<file path="src/rtl/glyph_pkg.sv">
// Package: shared widths and the fixed pattern table stand-in.
// Assumes 8-bit character codes and 5-dot rows of 8 rows per glyph.
package glyph_pkg;
    localparam int CODE_W  = 8;
    localparam int DOT_W   = 5;
    localparam int ROW_W   = 3;
    localparam int SLOT_W  = 3;
    localparam int STORE_AW = SLOT_W + ROW_W;
    localparam int HOST_DW = 8;
    localparam int CELL_AW = 7;
    localparam logic [ROW_W-1:0] CURSOR_ROW = 3'd7;

    // Fixed table stand-in: a deterministic row per code and row.
    function automatic logic [DOT_W-1:0] fixed_row(
        input logic [CODE_W-1:0] code,
        input logic [ROW_W-1:0]  row
    );
        return code[DOT_W-1:0] ^ {row, 2'b00};
    endfunction
endpackage

</file>
<file path="src/rtl/glyph_store.sv">
// Module: glyph_store
// Writable store of user glyph rows with one write port and one
// combinational read port. A read on a write edge returns the old row,
// because the consumer registers rdata on that same edge.
// Assumes a synchronous active-low reset that clears every row.
module glyph_store #(
    parameter int AW  = 6,
    parameter int DW  = 5,
    parameter int HDW = 8
) (
    input  logic           clk,
    input  logic           rst_n,
    input  logic           we,
    input  logic [AW-1:0]  waddr,
    input  logic [HDW-1:0] wdata,
    input  logic [AW-1:0]  raddr,
    output logic [DW-1:0]  rdata
);
    localparam int DEPTH = 1 << AW;

    logic [DW-1:0] mem [DEPTH];

    // Clear on reset, otherwise store the low data bits on a write.
    always_ff @(posedge clk) begin
        if (!rst_n) begin
            for (int i = 0; i < DEPTH; i++) mem[i] <= '0;
        end else if (we) begin
            mem[waddr] <= wdata[DW-1:0];
        end
    end

    // Combinational read of the addressed row.
    assign rdata = mem[raddr];

    // a written row holds the low data bits on the next cycle.
    p_write_lands_r5: assert property (@(posedge clk) disable iff (!rst_n)
        we |=> mem[$past(waddr)] == $past(wdata[DW-1:0]));

    // reset leaves row 0 cleared.
    p_reset_clears_r1: assert property (@(posedge clk)
        !rst_n |=> mem[0] == '0);
endmodule

</file>
<file path="src/rtl/glyph_source_sel.sv">
// Module: glyph_source_sel
// Decodes a character code and row into a store address and a source
// choice. The store is chosen when the top four code bits are zero.
// Code bit 3 does not take part in the store address.
module glyph_source_sel
    import glyph_pkg::*;
(
    input  logic [CODE_W-1:0]   code,
    input  logic [ROW_W-1:0]    row,
    output logic                use_store,
    output logic [STORE_AW-1:0] store_addr
);
    // Pick the source and build {slot, row}.
    always_comb begin
        use_store  = (code[CODE_W-1:4] == '0);
        store_addr = {code[SLOT_W-1:0], row};
    end
endmodule

</file>
<file path="src/rtl/glyph_cursor.sv">
// Module: glyph_cursor
// Flags when the underline row of the cursor cell is being drawn.
module glyph_cursor
    import glyph_pkg::*;
(
    input  logic [CELL_AW-1:0] cell_addr,
    input  logic [CELL_AW-1:0] cursor_addr,
    input  logic               cursor_en,
    input  logic [ROW_W-1:0]   row,
    output logic               line_on
);
    // Enabled, on the cursor cell, and on the underline row.
    always_comb begin
        line_on = cursor_en && (cell_addr == cursor_addr) && (row == CURSOR_ROW);
    end
endmodule

</file>
<file path="src/rtl/glyph_row_fetch.sv">
// Module: glyph_row_fetch (top)
// Returns the registered 5-dot row of one character cell. The row comes
// from the user glyph store or from the fixed table, and the cursor line
// is ORed in on row 7. Latency is one clock.
// Assumes synchronous active-low reset and a single clock.
module glyph_row_fetch
    import glyph_pkg::*;
(
    input  logic                clk,
    input  logic                rst_n,
    input  logic                host_we,
    input  logic [STORE_AW-1:0] host_addr,
    input  logic [HOST_DW-1:0]  host_wdata,
    input  logic [CODE_W-1:0]   char_code,
    input  logic [ROW_W-1:0]    row_idx,
    input  logic [CELL_AW-1:0]  cell_addr,
    input  logic [CELL_AW-1:0]  cursor_addr,
    input  logic                cursor_en,
    output logic [DOT_W-1:0]    dots
);
    logic                use_store;
    logic [STORE_AW-1:0] store_addr;
    logic [DOT_W-1:0]    store_row;
    logic [DOT_W-1:0]    table_row;
    logic                line_on;
    logic [DOT_W-1:0]    row_next;
    logic [DOT_W-1:0]    dots_q;

    glyph_source_sel u_sel (
        .code       (char_code),
        .row        (row_idx),
        .use_store  (use_store),
        .store_addr (store_addr)
    );

    glyph_store #(
        .AW  (STORE_AW),
        .DW  (DOT_W),
        .HDW (HOST_DW)
    ) u_store (
        .clk   (clk),
        .rst_n (rst_n),
        .we    (host_we),
        .waddr (host_addr),
        .wdata (host_wdata),
        .raddr (store_addr),
        .rdata (store_row)
    );

    glyph_cursor u_cursor (
        .cell_addr   (cell_addr),
        .cursor_addr (cursor_addr),
        .cursor_en   (cursor_en),
        .row         (row_idx),
        .line_on     (line_on)
    );

    // Pick the source row and OR in the cursor line.
    always_comb begin
        table_row = fixed_row(char_code, row_idx);
        row_next  = (use_store ? store_row : table_row)
                    | {DOT_W{line_on}};
    end

    // Register the output row.
    always_ff @(posedge clk) begin
        if (!rst_n) dots_q <= '0;
        else        dots_q <= row_next;
    end

    assign dots = dots_q;

    // reset drives the output to zero.
    p_reset_dark_r1: assert property (@(posedge clk)
        !rst_n |=> dots == '0);

    // a cursor hit lights the whole row on the next cycle.
    p_cursor_full_r7: assert property (@(posedge clk) disable iff (!rst_n)
        line_on |=> dots == {DOT_W{1'b1}});

    // a fixed-table read without a cursor hit returns the table row.
    p_table_path_r6: assert property (@(posedge clk) disable iff (!rst_n)
        (!use_store && !line_on) |=> dots == $past(table_row));

    // a store read without a cursor hit returns the store row.
    p_store_path_r3: assert property (@(posedge clk) disable iff (!rst_n)
        (use_store && !line_on) |=> dots == $past(store_row));
endmodule

</file>
<file path="config.mk">
export PLATFORM = sky130hd
export DESIGN_NAME = glyph_row_fetch
export DESIGN_NICKNAME = d
export VERILOG_FILES = /design/src/rtl/glyph_pkg.sv /design/src/rtl/glyph_store.sv /design/src/rtl/glyph_source_sel.sv /design/src/rtl/glyph_cursor.sv /design/src/rtl/glyph_row_fetch.sv
export SDC_FILE = /design/constraint.sdc
export NUM_CORES = 1
export LEC_CHECK = 0
export ABC_CLOCK_PERIOD_IN_PS = 3000
export BUFFER_PORTS_ARGS = -buffer_cell sky130_fd_sc_hd__buf_2
export CAP_MARGIN = 20
export CORE_UTILIZATION = 55
export DETAILED_ROUTE_END_ITERATION = 7
export PLACE_DENSITY = 0.72
export SLEW_MARGIN = 15
export SYNTH_ARGS = -nofsm -noshare
export SYNTH_HDL_FRONTEND = slang
export SYNTH_SLANG_ARGS = --single-unit
</file>
<file path="constraint.sdc">
create_clock -name clk -period 3 [get_ports clk]
set_input_delay 0.15 -clock clk [delete_from_list [all_inputs] [get_ports clk]]
set_output_delay 0.15 -clock clk [all_outputs]
set_load 0.02 [all_outputs]
</file>
==> summary.txt, run 1 <==
Drt
  – DRC Markers: 0
  – DRT iter0 DRCs: 964
  – Antenna Nets Post-Route: 0
  – Drt total wl: 36100 um
  – Via count: 9151
  – DRT Pass-1 Iters: 5
  – Drt wl/cell: 23.6 um
  – Vias/cell: 5.98

Clocking
  – Clock slew at reported path FFs: 60 ps
  – Root Driver: clkbuf_16
  – Post CTS Setup Buffer Count: 0
  – CTS tree: yes
  – Clock tree sinks: 325
  – Htree depth: 2
  – Total CTS buffers: 35
  – Hold buffer count at cts: 0
  – Clk_lat worst skew: 520 ps
  – Post_cts resized: 0
  – Clock tree buffer depth: 3

Synth
  – Synthesis Warnings: 0
  – Seq cells post-synth: 325
  – Most area-hungry cell type in the Yosys netlist: edfxtp_1
  – Most area-consuming cells after synthesis: edfxtp_1 62%, and2_1 13%, mux4_2 12%
  – Post-synth top area share: 61.6%
  – Syn nets: 1141
  – Register area share after synthesis: 62.3%
  – Syn Inst Count: 1098
  – Cell variety after synth: 44
  – Mean Syn Cell Area: 14.2 sq um
  – Synthesized area: 15600 sq um

Power and ir drop
  – PnR Total Power: 10.2 mW
  – VDD IR max: 0.000283 V
  – Pleak: 5.97 nW
  – Pwr dens: 589 nW/um^2

Global route
  – Vias in the first global route: 9171
  – Initial antenna violation count: 0
  – First-pass GRT wire length: 55700 um
  – GR Util All Layers: 26.3%
  – Largest net degree at the start of global routing: 65
  – Gr ovfl total: 0

Cells and area
  – Share of cells above drive strength 1: 19.2%
  – FF/Latch Area: 9710 sq um
  – Diode count: 0
  – Layout area overhead: 11.0%
  – Fill cell count: 2056
  – # nets final: 1172
  – Design Area, Final: 17300 sq um
  – Multi-input logic area: 5460 sq um

Timing
  – Minimum clock period: 2180 ps
  – Slew Limit Fails: 0
  – Rel. slew slack: 37.2%
  – Final setup viols: 0
  – FMAX: 0.460 GHz
  – Setup_tns: 0 ps
  – Unrepaired setup endpoints after global routing: false
  – Final Hold Viols: 0
  – Worst Hold Slack: 72.6 ps
  – Worst Clk Skew: 15.9 ps
  – Final period utilization: 72.5%
  – Worst-margin pin slew: 932 ps

Setup path
  – CP Class: reg2reg
  – Crit end category: register
  – Setup crit start kind: register
  – Required time of the critical path: 3380 ps
  – WP data arrival: 2550 ps
  – Max Fanout on Critical Path: 1

Placed design
  – Global placer's final weighted congestion: 0.838
  – Placement-stage cell area: 16200 sq um
  – PortBufs: 44
  – DP HPWL: 23700 um

Die
  – Die Area: 29000 sq um
  – Die height: 170 um
  – Core area: 27900 sq um
  – I/O pin count: 48
  – Initial Utilization: 56.0%
  – Die width: 170 um
  – Number of core rows: 61

Flow run
  – Reported max-cap violation count: 0

Run status
  – Status: finished, final reports clean

Hold path
  – Class of the worst hold path: in2reg
-- critical path: stages, from the launching register on --
cell	delay [ps]
edfxtp_1	360
mux4_2	480
nor2b_1	150
a211oi_1	340
a21oi_1	160
a2111oi_0	480
nor3b_1	90
-- kinds of logic (layout without fill, tap and decap cells) --
kind of cell | after synthesis | after routing | share of synthesized area (%)
and+or+nand+nor | 458 | 458 | 17.1
DFF | 325 | 325 | 62.3
muxes | 112 | 112 | 13.7
AOI/OAI and AO/OA | 101 | 101 | 3.74
buffers and inverters | 93 | 147 | 2.69
xor gates and xnor gates | 9 | 9 | 0.506
-- sequential cells by signal, indices dropped and copies added (netlist names) --
| signal | cells |
|---|---|
| u_store.mem | 320 |
| dots | 5 |
-- final timing paths --
path | slack [ps] | from | depth (start not counted) | end
setup / recovery | 820 | u_store.mem[13][0]$_SDFFCE_PN0P_ | 6 | dots[0]$_SDFF_PN0_
hold / removal | 70 | char_code[1] | 3 | dots[4]$_SDFF_PN0_
hold reg to reg | 1010 | u_store.mem[48][3]$_SDFFCE_PN0P_ | 6 | dots[3]$_SDFF_PN0_
setup reg to reg | 820 | u_store.mem[13][0]$_SDFFCE_PN0P_ | 6 | dots[0]$_SDFF_PN0_
-- metrics by stage --
step | std cells | utilization, % | setup WS (ps)
6_report | 1530 | 62.1 | 825
5_1_grt | 1530 | 62.1 | 694
4_1_cts | 1529 | 62.0 | 868
3_5_place_dp | 1469 | 58.2 | 457
3_3_place_gp | 1469 | 58.2 | 461
2_1_floorplan | 1098 | - | 1040
-- routing by layer --
layer	vias up	share of wire, %	track usage [%]
met5	-	0	0
met4	0	3.3	8.97
met3	71	7.2	4.05
met2	397	45	40.7
met1	4582	44	38.1
li1	4101	-	-
-- cell usage after synthesis --
cell and instances:
and2_1 324, edfxtp_1 320, mux4_2 81, nor2_1 71, o21ai_0 66, clkbuf_1 61
mux2i_1 27, buf_2 13, nand2_1 11, a211oi_1 10, nand3_1 9, nor2b_1 8
a22oi_1 7, xnor2_1 6, buf_1 5, buf_6 5, dfxtp_1 5, nand2b_1 5
nand3b_1 5, nor3_1 5, a2111oi_0 4, a21oi_1 4, buf_4 4, mux2_2 4
nor4_1 4, or2_2 4, a31oi_1 3, inv_1 3, o211ai_1 3, xor2_1 3
nand4_1 2, o22ai_1 2, or3_1 2, or4_1 2, clkbuf_2 1, clkinv_1 1
nor2_2 1, nor3b_1 1, o2111ai_1 1, o31ai_1 1, or2_1 1, or3b_1 1
or3b_2 1, or4b_1 1
-- cell usage in the layout (no fill, tap or decap), types with 3 or more instances in the layout --
cell / count
and2_1: 324
clkinv_2: 8
a22oi_1: 7
dfxtp_1: 5
nand3b_1: 5
a211oi_1: 10
mux2i_1: 27
mux2_2: 4
o211ai_1: 3
nor4_1: 4
clkbuf_1: 8
or2_2: 4
a21oi_1: 4
buf_2: 42
edfxtp_1: 320
nor2_1: 71
xor2_1: 3
clkinv_1: 6
a31oi_1: 3
buf_4: 37
xnor2_1: 6
nand2_1: 11
o21ai_0: 66
clkbuf_16: 37
a2111oi_0: 4
buf_12: 4
nor3_1: 5
nor2b_1: 8
nand2b_1: 5
mux4_2: 81
inv_1: 3
nand3_1: 9
-- power by group --
| part | total (mW) | internal (mW) | switching [mW] |
|---|---|---|---|
| Clock | 4.10 | 2.41 | 1.69 |
| Sequential | 5.30 | 5.22 | 0.0788 |
| Combinational | 0.801 | 0.323 | 0.478 |
-- area by class of cell --
type                    instances  area share, %
clock buffers                  45           5.52
clock inverters                15          0.687
inverters                       4         0.0868
multi-input cells             680           31.6
flip-flops and latches        325           56.1
well taps                     378           2.73
repair buffers                 83           3.28
Note: power is estimated with default switching activity, not from simulation.
==> inputs of run 2 (changes only) <==
Settings changed: ABC_CLOCK_PERIOD_IN_PS 3000 to 2200.
Clock period 3 ns to 2.2 ns, I/O delays scaled along.
==> run 2 against run 1 <==
Cell area grew 4.5%; register-to-register slack lost 690 ps; clock power grew 40%; highest routed layer unchanged; critical endpoint unchanged.
==> summary.txt, run 2 (synthesis results as in run 1) <==
Run status
  – Status: finished, final reports clean

Cells and area
  – Share of cells above drive strength 1: 24.6% (+5.5 points)
  – Most common cell after layout, fill and taps aside: and2_1
  – Max reg flops: 320 (unchanged)
  – Most flops, register: u_store.mem
  – # nets final: 1251 (+6.7%)
  – Most frequent cells in the layout: 324 x and2_1, 320 x edfxtp_1, 106 x buf_4, 81 x mux4_2, 71 x nor2_1
  – Non-Filler Instances: 1612 (+5.4%)
  – Diode count: 0 (unchanged)
  – Layout area overhead: 15.9%

Setup path
  – Required time of the critical path: 2580 ps (-800 ps)
  – WP data arrival: 2450 ps (-100 ps)
  – CP Class: reg2reg
  – Worst r2r path cells: 6 (unchanged)
  – Max Fanout on Critical Path: 1 (unchanged)
  – Crit end category: register
  – Setup crit start kind: register
  – Crit path launch: u_store.mem[12][0]$_SDFFCE_PN0P_
  – Reg-to-reg startpoint: u_store.mem[12][0]$_SDFFCE_PN0P_

Power and ir drop
  – Pwr dens: 786 nW/um^2 (+33%)
  – PnR Total Power: 14.2 mW (+39%)
  – Combinational share of power: 8.6% (+0.7 points)
  – Switching Share: 22.0% (about the same)
  – Pleak: 6.42 nW (+7.5%)
  – P_sw: 3.13 mW (+39%)
  – Internal power: 11.1 mW (+39%)
  – VDD IR max: 0.000453 V (+60%)
  – Sequential share of power: 50.9% (-1.0 points)
  – Clock network power share: 40.5% (+0.3 points)

Placed design
  – PortBufs: 44 (unchanged)
  – Setup WS pre-CTS: -4.26 ps (-461 ps)
  – Placed Instances: 1549 (+5.4%)
  – Global placer's final weighted congestion: 0.838 (about the same)
  – DP HPWL: 24600 um (+3.8%)

Clocking
  – Hold buffer count at cts: 0 (unchanged)
  – CTS tree: yes
  – Root Driver: clkbuf_16
  – Clock slew at reported path FFs: 60 ps (about the same)
  – Post_cts resized: 0 (unchanged)
  – Post CTS Setup Buffer Count: 0 (unchanged)
  – Clock tree buffer depth: 3 (unchanged)
  – Clock tree sinks: 325 (unchanged)
  – Htree depth: 2 (unchanged)
  – Clk_lat worst skew: 510 ps (about the same)
  – Total CTS buffers: 35 (unchanged)

Timing
  – Minimum clock period: 2070 ps (-106 ps)
  – Unrepaired setup endpoints after global routing: false
  – Worst Hold Slack: 13.5 ps (-59.1 ps)
  – FMAX: 0.483 GHz (+5.1%)
  – Rel. slew slack: 46.6% (+9.4 points)
  – Worst Clk Skew: 19.8 ps (+3.96 ps)
  – PnR worst setup slack: 131 ps (-694 ps)
  – Final setup viols: 0 (unchanged)
  – Slew Limit Fails: 0 (unchanged)
  – Final period utilization: 94.0% (+22 points)
  – Worst-margin pin slew: 801 ps (-131 ps)
  – Final Hold Viols: 0 (unchanged)

Drt
  – Vias/cell: 5.86 (-2.0%)
  – Drt total wl: 37200 um (+2.9%)
  – Antenna Nets Post-Route: 0 (unchanged)
  – DRT Pass-1 Iters: 5 (unchanged)
  – Drt wl/cell: 23.1 um (-2.3%)
  – DRC Markers: 0 (unchanged)
  – DRT iter0 DRCs: 849 (-12%)
  – Via count: 9453 (+3.3%)

Die
  – Initial Utilization: 56.0% (unchanged)
  – Number of core rows: 61 (unchanged)
  – Core area: 27900 sq um (unchanged)
  – Die width: 170 um (unchanged)
  – Die height: 170 um (unchanged)
  – Die Area: 29000 sq um (unchanged)
  – I/O pin count: 48 (unchanged)

Flow run
  – Reported max-cap violation count: 0 (unchanged)

Global route
  – Largest net degree at the start of global routing: 71 (+9.2%)
  – Gr ovfl total: 0 (unchanged)
  – GR Util All Layers: 26.7% (+0.41 points)
  – First-pass GRT wire length: 56000 um (+0.61%)
  – Vias in the first global route: 9439 (+2.9%)
  – Initial antenna violation count: 0 (unchanged)

Hold path
  – Class of the worst hold path: in2reg
  – Hold_sp: char_code[1]
  – Hold Path Stages: 3 (unchanged)
[run 2: path summary, 6_finish.rpt]
kind                        end  slack (ps)
max reg2reg  dots[0]$_SDFF_PN0_         130
min          dots[1]$_SDFF_PN0_          10
max          dots[0]$_SDFF_PN0_         130
min reg2reg  dots[2]$_SDFF_PN0_         990
[run 2: per-layer routing]
layer	track usage, %	vias to the layer above	wire [um]
met1	37.3	4730	15600
met2	43.3	406	17800
met4	8.50	0	996
met5	0	-	0
met3	3.86	59	2830
li1	-	4258	-
[run 2: critical path, cell delays in order (launching register included)]
cell and delay [ps]:
edfxtp_1 380, mux4_2 470, nor2b_1 170, a211oi_1 240, a21oi_1 120, a2111oi_0 470, nor3b_1 90
[run 2: area by class of cell]
| type | instances | area [sq um] |
|---|---|---|
| clock inverters | 20 | 169 |
| multi-input cells | 680 | 5470 |
| clock buffers | 43 | 948 |
| inverters | 4 | 15.0 |
| fillers | 1975 | 9780 |
| flip-flops and latches | 325 | 9710 |
| well taps | 378 | 473 |
| repair buffers | 162 | 1290 |
[run 2: power by group through the flow]
stage	Sequential [mW]	Combinational, mW	Clock [mW]
final	7.23	1.23	5.75
after CTS	7.23	1.22	5.81
after detailed placement	7.35	1.21	0
after global placement	7.35	1.19	0
after floorplan	7.29	0.708	0
after global routing	7.25	1.30	6.01
[run 2: metrics by stage]
step | TNS, ps | util (%) | instance area [sq um]
6_report | 0 | 64.9 | 18100
5_1_grt | 0 | 64.9 | 18100
4_1_cts | 0 | 64.8 | 18100
3_5_place_dp | -4.26 | 60.8 | 16900
3_3_place_gp | -2.90 | 60.8 | 16900
2_1_floorplan | 0 | - | 15600
==> inputs of run 3 (changes only) <==
Settings changed: BUFFER_PORTS_ARGS -buffer_cell sky130_fd_sc_hd__buf_2 to not set, CTS_CLUSTER_DIAMETER set to 50, DONT_BUFFER_PORTS set to 1, PLACE_DENSITY 0.72 to 0.7.
==> run 3 against run 2 <==
Clock power decreased by 2%; setup slack got worse by 22 ps; non-clock buffer count decreased by 70; register-to-register slack got worse by 20 ps; global-route usage decreased by 0.18 points; clock-buffer cell count decreased by 2; first-iteration DRC count increased by 18%; via count decreased by 2.7%.
==> summary.txt, run 3 (synthesis results as in run 1) <==
Run status
  – Status: finished, final reports clean

Setup path
  – CP Class: reg2reg
  – Reg-to-reg startpoint: u_store.mem[9][0]$_SDFFCE_PN0P_
  – Crit-path slowest cell: a2111oi_0
  – Crit end category: register
  – WP data arrival: 2470 ps (+20 ps)
  – Crit path launch: u_store.mem[9][0]$_SDFFCE_PN0P_
  – Critical path's top delay family: compound AO/OA/AOI/OAI gates
  – Crit path buf inv count: 0 (unchanged)
  – Required time of the critical path: 2580 ps (about the same)
  – Slowest cell delay on critical path: 490 ps (+20 ps)
  – Setup crit start kind: register
  – Max Fanout on Critical Path: 1 (unchanged)
  – Crit-path cells: mux4_2, nor2b_1, a211oi_1, a21oi_1, a2111oi_0, nor3b_1

Timing
  – Final setup viols: 0 (unchanged)
  – Worst-margin pin slew: 854 ps (+52.9 ps)
  – Unrepaired setup endpoints after global routing: false
  – PnR worst setup slack: 109 ps (-22.2 ps)
  – Slew Limit Fails: 0 (unchanged)
  – Worst Clk Skew: 9.00 ps (-10.8 ps)
  – Minimum clock period: 2090 ps (+22.2 ps)
  – Setup_tns: 0 ps (unchanged)
  – Final Hold Viols: 0 (unchanged)
  – Rel. slew slack: 42.4% (-4.1 points)
  – Final period utilization: 95.1% (+1.0 points)
  – FMAX: 0.478 GHz (-1.1%)

Clocking
  – Post CTS Setup Buffer Count: 0 (unchanged)
  – Clock tree buffer depth: 3 (unchanged)
  – CTS tree: yes
  – Htree depth: 2 (unchanged)
  – Total CTS buffers: 35 (unchanged)
  – Clock tree sinks: 325 (unchanged)
  – Clock slew at reported path FFs: 60 ps (about the same)
  – Clk_lat worst skew: 510 ps (about the same)
  – Root Driver: clkbuf_16

Drt
  – DRT Pass-1 Iters: 5 (unchanged)
  – Via count: 9195 (-2.7%)
  – Drt total wl: 36800 um (-1.0%)
  – Vias/cell: 5.98 (+2.0%)
  – DRC Markers: 0 (unchanged)
  – DRT iter0 DRCs: 1001 (+18%)
  – Antenna Nets Post-Route: 0 (unchanged)
  – Drt wl/cell: 23.9 um (+3.8%)

Cells and area
  – Non-Filler Instances: 1537 (-4.7%)
  – Layout area overhead: 12.9%
  – Most common cell after layout, fill and taps aside: and2_1
  – Most flops, register: u_store.mem
  – Share of cells above drive strength 1: 19.6% (-5.0 points)
  – # nets final: 1181 (-5.6%)
  – Diode count: 0 (unchanged)
  – Fill cell count: 2012 (+1.9%)
  – Max reg flops: 320 (unchanged)
  – Most frequent cells in the layout: 324 x and2_1, 320 x edfxtp_1, 81 x mux4_2, 77 x buf_4, 71 x nor2_1

Die
  – Die width: 170 um (unchanged)
  – Core area: 27900 sq um (unchanged)
  – Initial Utilization: 56.0% (unchanged)
  – Die Area: 29000 sq um (unchanged)
  – Die height: 170 um (unchanged)
  – Number of core rows: 61 (unchanged)
  – I/O pin count: 48 (unchanged)

Global route
  – First-pass GRT wire length: 55800 um (-0.47%)
  – Largest net degree at the start of global routing: 85 (+20%)
  – M2 GR Usage: 40.8% (-2.5 points)
  – Grt peak-use layer: met2
  – Gr ovfl total: 0 (unchanged)
  – Met3 GRT Util: 5.30% (+1.4 points)
  – Vias in the first global route: 9074 (-3.9%)
  – Initial antenna violation count: 1 (+1)
  – GR Util All Layers: 26.5% (-0.18 points)
  – Met1 usage: 38.4% (+1.0 points)

Power and ir drop
  – Pwr dens: 789 nW/um^2 (+0.37%)
  – Pleak: 6.07 nW (-5.5%)
  – PnR Total Power: 13.9 mW (-2.3%)
  – VDD IR max: 0.000601 V (+33%)

Hold path
  – Hold_sp: rst_n
  – Class of the worst hold path: in2reg

Flow run
  – Reported max-cap violation count: 0 (unchanged)

Placed design
  – Setup WS pre-CTS: 146 ps (+150 ps)
  – Placed Instances: 1466 (-5.4%)
  – PortBufs: 0 (-100%)
  – Global placer's final weighted congestion: 0.858 (+2.3%)
  – DP HPWL: 22600 um (-8.3%)
[run 3: metal layers]
metal  part of all wire (%)  vias to the layer above  routed length (um)
met5                      0                        -                   0
met4                    2.4                        0                 901
met3                    7.5                       57                2760
met2                     47                      350               17100
met1                     43                     4662               16000
li1                       -                     4126                   -
[run 3: area by class of cell]
type	count	area (sq um)	share of cell area, %
Clock buffer	41	898	5.10
Sequential cell	325	9710	55.2
Multi-Input combinational cell	680	5470	31.1
Tap cell	378	473	2.69
Clock inverter	17	183	1.04
Timing Repair Buffer	92	853	4.85
Inverter	4	15.0	0.0853
[run 3: worst register-to-register path: stages, from the launching register on]
cell,delay (ps)
edfxtp_1,390
mux4_2,450
nor2b_1,140
a211oi_1,260
a21oi_1,130
a2111oi_0,490
nor3b_1,100
[run 3: path summary, 6_finish.rpt]
path	to	slack, ps	depth (start not counted)
min	u_store.mem[8][4]$_SDFFCE_PN0P_	8	1
max reg2reg	dots[0]$_SDFF_PN0_	110	6
max	dots[0]$_SDFF_PN0_	110	6
min reg2reg	dots[3]$_SDFF_PN0_	1030	6
[run 3: power breakdown]
part	internal [mW]	switching [mW]	leakage, nW
clock	3.29	2.37	0.518
combinational	0.485	0.506	2.47
sequential	7.11	0.120	3.08
total	10.9	3.00	6.07
[run 3: what timing repair did]
action / 4_1_cts / 5_1_grt
hold buffers: 13 / 0
setup endpoints to repair: 0 / 1
resized for setup: 0 / 1
endpoints found under the hold margin: 604 / 0
[run 3: metrics by stage]
step	util [%]	cell area, sq um	hold WS [ps]
floorplan	-	15600	394
global placement	58.4	16300	301
detailed placement	58.4	16300	299
CTS	63.2	17600	3.27
global route	63.2	17600	21.2
finish	63.2	17600	7.68
